## src/rtl/stopclk_pkg.sv

```systemverilog
// Shared definitions for the stoppable clock generator.
// Assumes a two-bit register select on the write port.
package stopclk_pkg;
    typedef enum logic [1:0] {
        SEL_TOP = 2'd0,
        SEL_CMP = 2'd1,
        SEL_OFF = 2'd2,
        SEL_EN  = 2'd3
    } reg_sel_e;
endpackage

```

## src/rtl/stopclk_regs.sv

```systemverilog
// Software-visible settings: period, compare holding value, off level, run enable.
// Assumes one write per cycle that takes effect at the sampling edge.
module stopclk_regs
    import stopclk_pkg::*;
#(
    parameter int   CNT_W   = 16,
    parameter int   TOP_RST = 5,
    parameter logic OFF_RST = 1'b0
) (
    input  logic             clk,
    input  logic             rst_n,
    input  logic             wr_en,
    input  logic [1:0]       wr_sel,
    input  logic [CNT_W-1:0] wr_data,
    output logic [CNT_W-1:0] top_q,
    output logic [CNT_W-1:0] cmp_buf_q,
    output logic             off_q,
    output logic             run_q
);
    reg_sel_e sel;
    assign sel = reg_sel_e'(wr_sel);

    // Decode writes into the setting registers.
    always_ff @(posedge clk) begin
        if (!rst_n) begin
            top_q     <= CNT_W'(TOP_RST);
            cmp_buf_q <= '0;
            off_q     <= OFF_RST;
            run_q     <= 1'b0;
        end else if (wr_en) begin
            case (sel)
                SEL_TOP: top_q     <= wr_data;
                SEL_CMP: cmp_buf_q <= wr_data;
                SEL_OFF: off_q     <= wr_data[0];
                SEL_EN:  run_q     <= wr_data[0];
                default: ;
            endcase
        end
    end
endmodule

```

## src/rtl/stopclk_count.sv

```systemverilog
// Period counter plus the active compare register, which loads from the
// holding register at the wrap (or continuously while idle).
// Assumes top_q may change at any time; a count at or above top wraps.
module stopclk_count #(
    parameter int CNT_W = 16
) (
    input  logic             clk,
    input  logic             rst_n,
    input  logic             run,
    input  logic [CNT_W-1:0] top,
    input  logic [CNT_W-1:0] cmp_buf,
    output logic [CNT_W-1:0] cnt_q,
    output logic [CNT_W-1:0] cmp_act_q,
    output logic             wrap,
    output logic             match
);
    assign wrap  = run && (cnt_q >= top);
    assign match = run && (cmp_act_q != '0) && (cnt_q == cmp_act_q);

    // Advance the counter while running; park it at zero when idle.
    always_ff @(posedge clk) begin
        if (!rst_n)     cnt_q <= '0;
        else if (!run)  cnt_q <= '0;
        else if (wrap)  cnt_q <= '0;
        else            cnt_q <= cnt_q + 1'b1;
    end

    // Move the holding compare into the active compare at the period boundary.
    always_ff @(posedge clk) begin
        if (!rst_n)              cmp_act_q <= '0;
        else if (!run || wrap)   cmp_act_q <= cmp_buf;
    end
endmodule

```

## src/rtl/stopclk_outstage.sv

```systemverilog
// Registered output level: active on a compare match, off at the wrap,
// parked at the off level when idle or when the compare is zero.
// Assumes wrap and match come from the same cycle's count.
module stopclk_outstage (
    input  logic clk,
    input  logic rst_n,
    input  logic run,
    input  logic stopped,
    input  logic wrap,
    input  logic match,
    input  logic off_lvl,
    output logic out_q
);
    // Choose the next output level with wrap ahead of match.
    always_ff @(posedge clk) begin
        if (!rst_n)                out_q <= 1'b0;
        else if (!run || stopped)  out_q <= off_lvl;
        else if (wrap)             out_q <= off_lvl;
        else if (match)            out_q <= ~off_lvl;
    end
endmodule

```

## src/rtl/stopclk_gen.sv

```systemverilog
// Top level of the stoppable divided clock output generator.
// Assumes the reset value of OFF_RST is 0, as the output stage resets low.
module stopclk_gen #(
    parameter int CNT_W   = 16,
    parameter int TOP_RST = 5
) (
    input  logic             clk,
    input  logic             rst_n,
    input  logic             wr_en,
    input  logic [1:0]       wr_sel,
    input  logic [CNT_W-1:0] wr_data,
    output logic             clk_out
);
    logic [CNT_W-1:0] top_q, cmp_buf_q, cnt_q, cmp_act_q;
    logic             off_q, run_q, wrap, match, stopped;

    stopclk_regs #(.CNT_W(CNT_W), .TOP_RST(TOP_RST), .OFF_RST(1'b0)) u_regs (
        .clk(clk), .rst_n(rst_n), .wr_en(wr_en), .wr_sel(wr_sel),
        .wr_data(wr_data), .top_q(top_q), .cmp_buf_q(cmp_buf_q),
        .off_q(off_q), .run_q(run_q)
    );

    stopclk_count #(.CNT_W(CNT_W)) u_count (
        .clk(clk), .rst_n(rst_n), .run(run_q), .top(top_q),
        .cmp_buf(cmp_buf_q), .cnt_q(cnt_q), .cmp_act_q(cmp_act_q),
        .wrap(wrap), .match(match)
    );

    assign stopped = (cmp_act_q == '0);

    stopclk_outstage u_out (
        .clk(clk), .rst_n(rst_n), .run(run_q), .stopped(stopped),
        .wrap(wrap), .match(match), .off_lvl(off_q), .out_q(clk_out)
    );
endmodule

```

## config.mk

```make
export PLATFORM = sky130hd
export DESIGN_NAME = stopclk_gen
export DESIGN_NICKNAME = d
export VERILOG_FILES = /design/src/rtl/stopclk_pkg.sv /design/src/rtl/stopclk_regs.sv /design/src/rtl/stopclk_count.sv /design/src/rtl/stopclk_outstage.sv /design/src/rtl/stopclk_gen.sv
export SDC_FILE = /design/constraint.sdc
export NUM_CORES = 1
export LEC_CHECK = 0
export BUFFER_PORTS_ARGS = -buffer_cell sky130_fd_sc_hd__buf_2
export CORE_MARGIN = 2
export CORE_UTILIZATION = 25
export CTS_CLUSTER_DIAMETER = 50
export DETAILED_ROUTE_END_ITERATION = 8
export HOLD_SLACK_MARGIN = 0.12
export SETUP_SLACK_MARGIN = 0.02
export SLEW_MARGIN = 20
export SYNTH_ARGS = -nofsm -noshare
export SYNTH_HDL_FRONTEND = slang
export SYNTH_SLANG_ARGS = --single-unit
```

## constraint.sdc

```tcl
create_clock -name clk -period 7.2 [get_ports clk]
set_clock_uncertainty 0.2 [all_clocks]
set_input_delay 1.44 -clock clk [delete_from_list [all_inputs] [get_ports clk]]
set_output_delay 1.44 -clock clk [all_outputs]
set_load 0.1 [all_outputs]
```

== Word-level counts from Yosys, hierarchy flattened ==
Index checks and enable logic that the tools add are counted.

* Register bits: 67
* Output and inout bits: 1
* Input port bits: 21
* Logic and storage cells: 34

* Bitwise gates (word level): 3
* Reductions and logical operators: 15
* Muxes and demuxes: 3
* Magnitude comparators: 1
* Equal/unequal tests: 4
* Add/subtract/negate cells: 1

{| class="wikitable"
|+ Operators by type and width
! kind !! number
|-
| $add 16x1->16 const B || 1
|-
| $eq 16x16->1 || 1
|-
| $ge 16x16->1 || 1
|-
| $logic_not 16->1 || 1
|-
| $reduce_bool 16->1 || 1
|-
| $reduce_and 2->1 || 4
|-
| $eq 2x2->1 const B || 2
|-
| $logic_and 1x1->1 || 3
|-
| $mux 1 || 3
|-
| $not 1->1 || 3
|-
| $reduce_bool 3->1 || 1
|-
| $reduce_or 3->1 || 1
|-
| $eq 2x1->1 const B || 1
|-
| $logic_not 2->1 || 1
|-
| $logic_or 1x1->1 || 2
|-
| $logic_not 1->1 || 1
|}

== Longest topological paths before layout ==
Gate-level depths: netlist of run 1.

* Depth in word-level cells: 6
* Gate-level depth with buffers: 10
* Mapped depth without buffers: 8

== Modules after synthesis ==
From an unflattened synthesis of run 1, not the netlist that was laid out.

* Cell total of the unflattened synthesis: 371
* Area, all modules: 3385.7 um2

{| class="wikitable"
|+ Modules (own cells, without submodules)
! module !! cells an instance !! seq. area each (um2) !! area each (um2) !! instances
|-
| stopclk_count || 225 || 640.6 || 1956.9 || 1
|-
| stopclk_regs || 134 || 680.7 || 1338.8 || 1
|-
| stopclk_outstage || 7 || 20.0 || 56.3 || 1
|-
| stopclk_gen || 5 || 0.0 || 33.8 || 1
|}

== Worst setup path before layout of run 1 ==
No wires, ideal clock.

* Path kind: flip-flop to flip-flop
* Start point: reg u_regs.top_q[13]
* End point: reg u_out.out_q
* Library setup time: 74 ps
* Path buffers: 1
* Period minus slack after synthesis: 2732 ps
* Cell stages (with the launch flop): 10
* Slack: 4468 ps
* Arrival: 2458 ps
* Cell sequence: dfxtp_1 inv_1 ha_1 a211oi_2 nor2_1 or4b_1 a211o_1 buf_6 or4_1 a31oi_1

* Longest elaborated chain between the ends: 4
* Elaborated cells between the ends (all ways): 5

{| class="wikitable"
|+ RTL lines
! what !! line !! text
|-
| start, declared || stopclk_regs.sv:15 || <nowiki>output logic [CNT_W-1:0] top_q,</nowiki>
|-
| start signal, assigned || stopclk_regs.sv:26 || <nowiki>top_q <= CNT_W'(TOP_RST);</nowiki>
|-
| start signal, assigned || stopclk_regs.sv:32 || <nowiki>SEL_TOP: top_q <= wr_data;</nowiki>
|-
| $ge 16x16->1 (*) || stopclk_count.sv:17 || <nowiki>assign wrap = run && (cnt_q >= top);</nowiki>
|-
| $logic_and 1x1->1 (*) || stopclk_count.sv:17 ||
|-
| $mux 1 || stopclk_outstage.sv:18 || <nowiki>else if (wrap) out_q <= off_lvl;</nowiki>
|-
| $mux 1 || stopclk_outstage.sv:17 || <nowiki>else if (!run || stopped) out_q <= off_lvl;</nowiki>
|-
| end signal, assigned || stopclk_outstage.sv:17 ||
|-
| end signal, assigned || stopclk_outstage.sv:18 ||
|-
| end signal, assigned || stopclk_outstage.sv:19 || <nowiki>else if (match) out_q <= ~off_lvl;</nowiki>
|-
| end, declared || stopclk_outstage.sv:12 || <nowiki>output logic out_q</nowiki>
|}

Mark *: on every way between the ends. The rest lies on a longest branch, timed or not.
A chain may end at the register's enable or synchronous reset.

== Worst setup path in the final report of run 1 ==
Same ends and word-level chain as after synthesis.

==> results of run 1 <==
==> power groups by stage <==
stage / clock, mW / sequential, mW / combinational (mW)
after floorplan: 0 / 0.392 / 0.0329
after global placement: 0 / 0.393 / 0.0490
after detailed placement: 0 / 0.393 / 0.0495
after CTS: 0.459 / 0.385 / 0.0499
after global routing: 0.475 / 0.386 / 0.0566
final: 0.450 / 0.385 / 0.0499
==> critical path: cells and delay by family (launching register included) <==
kind            cells  cell delay, ps
flops               1             330
compound gates      3            1030
fa+ha+maj           1             310
buf+inv             1              40
simple gates        3            1220
==> through the flow <==
step	hold WS, ps	instance area (um^2)	setup slack (ps)
detailed placement	249	3300	4020
finish	256	3620	4000
floorplan	236	3060	4470
CTS	257	3610	4000
global placement	244	3300	4100
global route	283	3620	3820
==> sequential cells by signal, summed over array words and instances, names as in the netlist <==
register and cells:
u_regs.top_q 16, u_regs.cmp_buf_q 16, u_out.out_q 1, u_regs.run_q 1, u_count.cmp_act_q 16, u_count.cnt_q 16
u_regs.off_q 1
==> worst paths after layout <==
path,from,endpoint,slack (ps),depth (start not counted)
max,u_regs.top_q[13]$_SDFFE_PN0P_,u_out.out_q$_SDFFE_PN0P_,4000,8
min,u_regs.top_q[8]$_SDFFE_PN0P_,u_regs.top_q[8]$_SDFFE_PN0P_,260,2
max reg2reg,u_regs.top_q[13]$_SDFFE_PN0P_,u_out.out_q$_SDFFE_PN0P_,4000,8
min reg2reg,u_regs.top_q[8]$_SDFFE_PN0P_,u_regs.top_q[8]$_SDFFE_PN0P_,260,2
==> cells in the final DEF (no fill, tap or decap), types with 3 or more instances in the layout <==
cell,netlist,layout
o21ai_0,3,3
nor2_1,41,41
inv_1,25,25
a21oi_1,33,33
xnor2_1,23,23
buf_2,1,21
xor2_1,7,7
ha_1,17,17
nor4_1,6,6
clkbuf_16,0,9
dfxtp_1,67,67
mux2i_1,18,18
nand2_1,68,68
nand4_1,8,8
nand3_1,10,10
clkinvlp_4,0,3
==> final cells by class <==
| class | instances | area, um^2 | share of cell area (%) |
|---|---|---|---|
| Clock buffer | 11 | 253 | 6.99 |
| Clock inverter | 5 | 61.3 | 1.70 |
| Inverter | 25 | 93.8 | 2.60 |
| Multi-Input combinational cell | 257 | 1570 | 43.4 |
| Sequential cell | 67 | 1340 | 37.1 |
| Tap cell | 147 | 184 | 5.09 |
| Timing Repair Buffer | 22 | 113 | 3.11 |
==> per-layer routing <==
metal / wire [um] / GRT usage (%) / vias to the layer above
li1: - / - / 1246
met4: 109 / 4.72 / 0
met5: 0 / 0 / -
met1: 3230 / 14.0 / 1120
met2: 3160 / 17.1 / 31
met3: 211 / 3.34 / 11
==> cells in the mapped netlist (3+ instances only) <==
cell,instances
nand2_1,68
dfxtp_1,67
nor2_1,41
a21oi_1,33
inv_1,25
xnor2_1,23
mux2i_1,18
ha_1,17
clkbuf_1,13
nand3_1,10
nand4_1,8
xor2_1,7
nor4_1,6
o21ai_0,3
==> kinds of logic after synthesis <==
kind of cell | after synthesis
XOR/XNOR | 30
multiplexers | 18
buffers and inverters | 40
adder cells (fa/ha/maj) | 17
AND/OR/NAND/NOR | 147
flip-flops | 67
AO/OA/AOI/OAI | 45
==> out/qor.txt, run 1 <==
Status - finished, final reports clean
First-pass GRT wire length - 11100 um
Antenna violations before repair - 0
Remaining DRCs - 0
Vias in the first global route - 2255
Max Transition Viols Final - 0
Clk root buf - clkbuf_16
Mapped Nets - 402
Crit-path max cell delay - 640 ps
Part of the power in registers - 43.5%
Placeable Area - 12000 um^2
CTS tree - yes
Max Buffers Root-to-Sink - 2
Fin util - 30.2%
Post-Synth Simple-Gate Area - 21.2%
WL final - 6710 um
Cells after synthesis - 364
Adder-cell share of the synthesized area - 6.95%
Die Footprint - 13100 um^2
Final Hold Viols - 0
Final net count - 420
Power per Cell Area - 245 nW/um^2
Yosys reg bits - 67
Post-synthesis cell area - 3060 um^2
Multiplexer share of the synthesized area - 5.89%
Register area share after synthesis - 43.8%
Crit share post-route - 44.5%
Crit path DAT - 3260 ps
Critical Path, Cell by Cell - inv_1 > ha_1 > a211oi_2 > nor2_1 > or4b_1 > a211o_1 > or4_1 > a31oi_1
Final Power - 0.885 mW
Port Buffer Count - 21
CP max FO - 20
Ys flop type - dfxtp_1
Max-cap violations - 0
Unique cell type count in the Yosys netlist - 34
Setup violators final - 0
Clk_lat worst skew - 330 ps
DR vias/cell - 4.51
Crit path launch type - register
Largest family of logic cells by synthesized area - simple AND/OR/NAND/NOR gates
Final cell count without fillers - 534
Sw Ratio - 22.4%
N_diodes - 0
Post-synth top area share - 43.8%
RSZ-0062 raised after global routing - false
Post-CTS Setup Bufs - 0
Dpl cells - 518
Area grow syn2layout - 18.2%
LEAKAGE - 1.42 nW
Post-cts hold buffer count - 0
CP required - 7250 ps
Clk sinks - 67
Number of buffers created by CTS - 9
FMAX - 312 MHz
YS warnings - 0
Int Power - 0.687 mW
GRT overflow - 0
Post-synthesis compound-gate area fraction - 8.34%
# IOs - 22
Die H - 115 um
Min-Delay Path Class - register to register
Gate power share - 5.6%
Post-CTS Resized - 0
Clock network power share - 50.8%
Switching pwr - 0.198 mW
Number of fill cells in the layout - 1259
Pin count of the biggest net entering global routing - 51
Share of cells above drive strength 1 - 10.9%
Maximum VDD drop - 0.113 mV
Area leader, netlist - dfxtp_1
Ys async rst share - 0%
Vias - 2408
FP Rows - 40
1st-iter DRT viols - 121
Total GRT Usage - 11.0%
Final TNS setup - 0 ps
DRT Pass-1 Iters - 4
CTS clock-pin slew for the worst setup and hold paths - 50 ps
Largest cells by area after synthesis - dfxtp_1, nand2_1, ha_1, xnor2_1, mux2i_1
Post-Synth XOR/XNOR Area - 8.59%
Crit path max-delay cell type - a211o_1
Initial core utilization - 25.6%
Synth Area per Inst - 8.40 um^2
Crit Path Class - register to register
Worst slew pin tran - 906 ps
Post-DP HPWL - 4940 um
Number of synthesized flops with an enable pin - 0
Fin crit period - 3200 ps
Remaining antenna violation count - 0
Die Wd - 115 um
H-tree depth - 3
Rel. slew slack - 39.6%
DR WL/cell - 12.6 um
Final GP Congestion - 0.865
Crit. End Element - register
Power figures use the tool's default switching activity.
==> run 2: changes to the inputs <==
Clock period 7.2 ns to 2.68 ns, I/O delays scaled along.
==> out/qor.txt, run 2 (same netlist as run 1, synthesis figures left out) <==
Clk_lat worst skew - 330 ps
CP required - 2740 ps
Port Buffer Count - 21
Switching pwr - 0.501 mW
Worst path depth - 7
Crit path DAT - 2700 ps
Setup violators final - 0
Crit. Startpoint - u_count.cnt_q[13]$_SDFF_PP0_
Minimum setup slack after placement - -70.6 ps
Number of buffers created by CTS - 9
Maximum VDD drop - 0.258 mV
GRT overflow - 0
WL final - 7280 um
Remaining DRCs - 0
Vias in the first global route - 2554
LEAKAGE - 1.53 nW
Rel. slew slack - 55.1%
Register Area - 1350 um^2
Gate power share - 6.6%
Post-DP HPWL - 5250 um
FF-to-FF End - u_out.out_q$_SDFFE_PN0P_
Die Wd - 115 um
Clk root buf - clkbuf_16
CP top delay family - simple AND/OR/NAND/NOR gates
Final net count - 438
Worst setup path endpoint - u_out.out_q$_SDFFE_PN0P_
FF-to-FF Start - u_count.cnt_q[13]$_SDFF_PP0_
Final worst slack - 38.9 ps
Sw Ratio - 22.0%
CTS tree - yes
Max Transition Viols Final - 0
Final GP Congestion - 0.828
Status - finished, final reports clean
CTS clock-pin slew for the worst setup and hold paths - 50 ps
Crit path launch type - register
Int Power - 1.78 mW
Initial core utilization - 25.6%
Antenna violations before repair - 0
Share of cells above drive strength 1 - 18.1%
Area of placed instances - 3430 um^2
# IOs - 22
Remaining antenna violation count - 0
Most frequent cells in the layout - nand2_1, dfxtp_1, nor2_1, a21oi_1, inv_1
1st-iter DRT viols - 144
DRT Pass-1 Iters - 4
R2R depth - 7
Area grow syn2layout - 24.2%
CP max FO - 5
Die H - 115 um
First-pass GRT wire length - 12100 um
Max Buffers Root-to-Sink - 2
Crit. End Element - register
DR vias/cell - 4.50
Post-cts hold buffer count - 0
Critical Path, Cell by Cell - ha_4 > a211oi_2 > nor2_1 > or4b_1 > a211o_1 > or4_1 > a31oi_1
Final TNS setup - 0 ps
Min-Delay Path Class - primary input to register
Total GRT Usage - 11.9%
Clock network power share - 47.9%
Die Footprint - 13100 um^2
DR WL/cell - 13.2 um
RSZ-0062 raised after global routing - true
Placeable Area - 12000 um^2
Crit path max-delay cell type - or4b_1
Final Hold Viols - 0
Clk sinks - 67
Worst reg2reg setup slack - 40 ps
Part of the power in registers - 45.5%
Power per Cell Area - 599 nW/um^2
Vias - 2481
FP Rows - 40
Crit-path max cell delay - 540 ps
FMAX - 379 MHz
Max-cap violations - 0
Number of fill cells in the layout - 1242
Crit share post-route - 98.5%
Critical path buffer and inverter count - 0
Fin crit period - 2640 ps
Crit Path Class - register to register
H-tree depth - 3
N_diodes - 0
Post-route cell area - 3800 um^2
Commonest non-fill, non-tap cell in the layout - nand2_1
Worst slew pin tran - 672 ps
Pin count of the biggest net entering global routing - 50
Multi-input logic area - 1640 um^2
-- run 2: power by group through the flow --
stage / Clock (mW) / Sequential, mW / Combinational (mW)
floorplan: 0 / 1.05 / 0.0888
global placement: 0 / 1.06 / 0.139
detailed placement: 0 / 1.06 / 0.141
CTS: 1.12 / 1.04 / 0.143
global route: 1.15 / 1.04 / 0.170
finish: 1.09 / 1.03 / 0.150
-- run 2: per-stage QoR --
step | std cells | utilization (%) | total power [mW] | hold slack (ps)
after floorplan | 364 | - | 1.14 | 236
after global placement | 534 | 28.7 | 1.19 | 245
after detailed placement | 534 | 28.7 | 1.20 | 246
after CTS | 549 | 31.1 | 2.30 | 207
after global routing | 551 | 31.8 | 2.36 | 238
final | 551 | 31.8 | 2.28 | 216
-- run 2: how the worst min path moves through the flow --
stage	cells past startpoint	start	to
final	2	rst_n	u_regs.top_q[0]$_SDFFE_PN1P_
after global routing	2	rst_n	u_regs.top_q[0]$_SDFFE_PN1P_
after CTS	2	rst_n	u_regs.top_q[0]$_SDFFE_PN1P_
after detailed placement	2	u_regs.top_q[8]$_SDFFE_PN0P_	u_regs.top_q[8]$_SDFFE_PN0P_
after global placement	2	u_regs.cmp_buf_q[7]$_SDFFE_PN0P_	u_regs.cmp_buf_q[7]$_SDFFE_PN0P_
after floorplan	2	u_regs.cmp_buf_q[0]$_SDFFE_PN0P_	u_regs.cmp_buf_q[0]$_SDFFE_PN0P_
-- run 2: per-layer routing --
layer / GRT usage (%) / up-vias / wire length, um
met5: 0 / - / 0
met4: 6.34 / 0 / 200
met3: 2.44 / 17 / 190
met2: 20.8 / 39 / 3610
met1: 13.5 / 1141 / 3280
li1: - / 1284 / -
-- run 2: timing repair --
item,4_1_cts,5_1_grt
gates cloned,0,0
resized for setup,3,15
endpoints found under the setup margin,16,18
hold endpoints to repair,0,0
pin swaps,0,11
setup buffers,0,3
-- run 2: layout make-up --
cell class              count  area share [%]
clock inverters             2           0.263
flip-flops and latches     67            35.6
multi-input cells         257            43.2
clock buffers              13            7.11
repair buffers             40            6.52
inverters                  25            2.47
well taps                 147            4.84
==> run 3: changes to the inputs <==
Settings changed: ABC_AREA from default to 1.
==> out/qor.txt, run 3 <==
Clock network power share - 50.2%
Final Hold Viols - 0
FMAX - 451 MHz
Switching pwr - 0.583 mW
Worst Hold Launch - wr_data[7]
Post-cts hold buffer count - 0
Worst reg2reg setup slack - 460 ps
Max-cap violations - 0
Crit path DAT - 2270 ps
Maximum VDD drop - 0.289 mV
Final worst slack - 461 ps
H-tree depth - 3
DR WL/cell - 11.3 um
YS warnings - 0
Share of cells above drive strength 1 - 11.5%
Die Footprint - 14200 um^2
CP required - 2730 ps
Int Power - 1.98 mW
RSZ-0062 raised after global routing - false
N_diodes - 0
Antenna violations before repair - 0
DRT Pass-1 Iters - 4
Crit path launch type - register
Yosys reg bits - 67
CP max FO - 18
Total GRT Usage - 11.5%
Setup violators final - 0
Max Transition Viols Final - 0
Top routing layer in use - met4
FP Rows - 42
Die H - 119 um
Commonest non-fill, non-tap cell in the layout - nor2_1
Status - finished, final reports clean
GRT overflow - 0
FF-to-FF End - u_count.cnt_q[8]$_SDFF_PP0_
Placeable Area - 13100 um^2
Power per Cell Area - 655 nW/um^2
Part of the power in registers - 41.5%
Post-synthesis cell area - 3310 um^2
CTS clock-pin slew for the worst setup and hold paths - 50 ps
Minimum setup slack after placement - 457 ps
Min-Delay Path Class - primary input to register
Register area share after synthesis - 40.5%
Post-DP HPWL - 5720 um
Initial core utilization - 25.3%
Max Buffers Root-to-Sink - 2
Area leader, netlist - dfxtp_1
Post-synth top area share - 40.5%
Worst hold stages - 3
DRT met1 WL - 3630 um
Clk_lat worst skew - 330 ps
Gate power share - 8.3%
Cells after synthesis - 470
Pin count of the biggest net entering global routing - 54
Number of fill cells in the layout - 1402
Remaining antenna violation count - 0
1st-iter DRT viols - 143
Final net count - 528
Port Buffer Count - 21
CTS tree - yes
FF-to-FF Start - u_count.cnt_q[7]$_SDFF_PP0_
# IOs - 22
Largest cells by area after synthesis - dfxtp_1, nor2_1, nand2_1, o21ai_0, inv_1
Routed met2 length - 3520 um
Post-CTS Resized - 0
Post-synth top cells - nor2_1, nand2_1, dfxtp_1
Die Wd - 119 um
Mapped Nets - 508
Area grow syn2layout - 18.0%
Vias in the first global route - 2782
Unique cell type count in the Yosys netlist - 32
Crit share post-route - 82.8%
Crit Path Class - register to register
Clk root buf - clkbuf_16
DR vias/cell - 4.37
Worst hold endpoint - u_regs.cmp_buf_q[7]$_SDFFE_PN0P_
Final TNS setup - 0 ps
WL final - 7580 um
Final GP Congestion - 0.841
Met3 WL - 220 um
R2R depth - 9
Vias - 2930
Number of buffers created by CTS - 9
Worst slew pin tran - 798 ps
Clk sinks - 67
Crit. End Element - register
Multi-input logic area - 1650 um^2
Fin crit period - 2220 ps
Most frequent cells in the layout - nor2_1, nand2_1, dfxtp_1, inv_1, o21ai_0
Post-CTS Setup Bufs - 0
Register Area - 1340 um^2
Sw Ratio - 22.8%
Ys flop type - dfxtp_1
Synth Area per Inst - 7.05 um^2
Remaining DRCs - 0
Most common cell in the netlist - nor2_1
First-pass GRT wire length - 12800 um
Number of synthesized flops with an enable pin - 0
Ys async rst share - 0%
Rel. slew slack - 46.7%
LEAKAGE - 1.69 nW
==> run 3: power by group through the flow <==
stage / Clock (mW) / Combinational, mW / Sequential, mW
global route: 1.35 / 0.248 / 1.07
detailed placement: 0 / 0.214 / 1.08
global placement: 0 / 0.208 / 1.08
floorplan: 0 / 0.149 / 1.08
finish: 1.28 / 0.212 / 1.06
CTS: 1.30 / 0.215 / 1.06
==> run 3: how the worst max path moves through the flow <==
stage / startpoint / to / slack (ps) / cells after the start
after CTS: u_count.cnt_q[7]$_SDFF_PP0_ / u_count.cnt_q[8]$_SDFF_PP0_ / 450 / 9
after global placement: u_count.cnt_q[7]$_SDFF_PP0_ / u_count.cnt_q[8]$_SDFF_PP0_ / 550 / 9
final: u_count.cnt_q[7]$_SDFF_PP0_ / u_count.cnt_q[8]$_SDFF_PP0_ / 460 / 9
after detailed placement: u_count.cnt_q[7]$_SDFF_PP0_ / u_count.cnt_q[8]$_SDFF_PP0_ / 460 / 9
after floorplan: u_regs.top_q[15]$_SDFFE_PN0P_ / u_count.cnt_q[15]$_SDFF_PP0_ / 870 / 10
after global routing: u_count.cnt_q[7]$_SDFF_PP0_ / u_count.cnt_q[8]$_SDFF_PP0_ / 230 / 9
==> run 3: layer usage <==
metal | GRT usage [%] | vias to the layer above
met4 | 5.80 | 0
met2 | 18.4 | 37
met1 | 14.0 | 1341
met3 | 3.35 | 17
li1 | - | 1535
met5 | 0 | -
==> run 3: per-stage QoR <==
stage               hold slack, ps  utilization (%)  cell area, um^2  total power, mW  std cells
finish                         245             29.9             3910             2.56        671
CTS                            237             29.9             3910             2.58        671
detailed placement             256             27.4             3580             1.30        655
global placement               257             27.4             3580             1.29        655
global route                   255             29.9             3910             2.67        671
floorplan                      235                -             3310             1.23        470
==> run 3: final cells by class <==
cell class              instances  area share, %
well taps                     176           5.63
inverters                      65           6.30
clock inverters                 4           1.86
flip-flops and latches         67           34.3
repair buffers                 23           3.07
multi-input cells             324           42.3
clock buffers                  12           6.56
==> run 3: cells by family after synthesis <==
group	count (synthesis)	share of synthesized area, %
adders and majority gates	17	6.42
AOI/OAI and AO/OA	84	13.4
buffers and inverters	79	9.66
xor gates and xnor gates	6	1.59
DFF	67	40.5
and+or+nand+nor	217	28.4
==> run 3: critical path: stages, from the launching register on <==
cell     delay, ps
dfxtp_1        550
ha_1           320
a21oi_1        140
o21a_1         140
nand2_1         70
nand2_1        100
nand2_2         80
inv_4          170
nand2_4        160
nor3_1         190
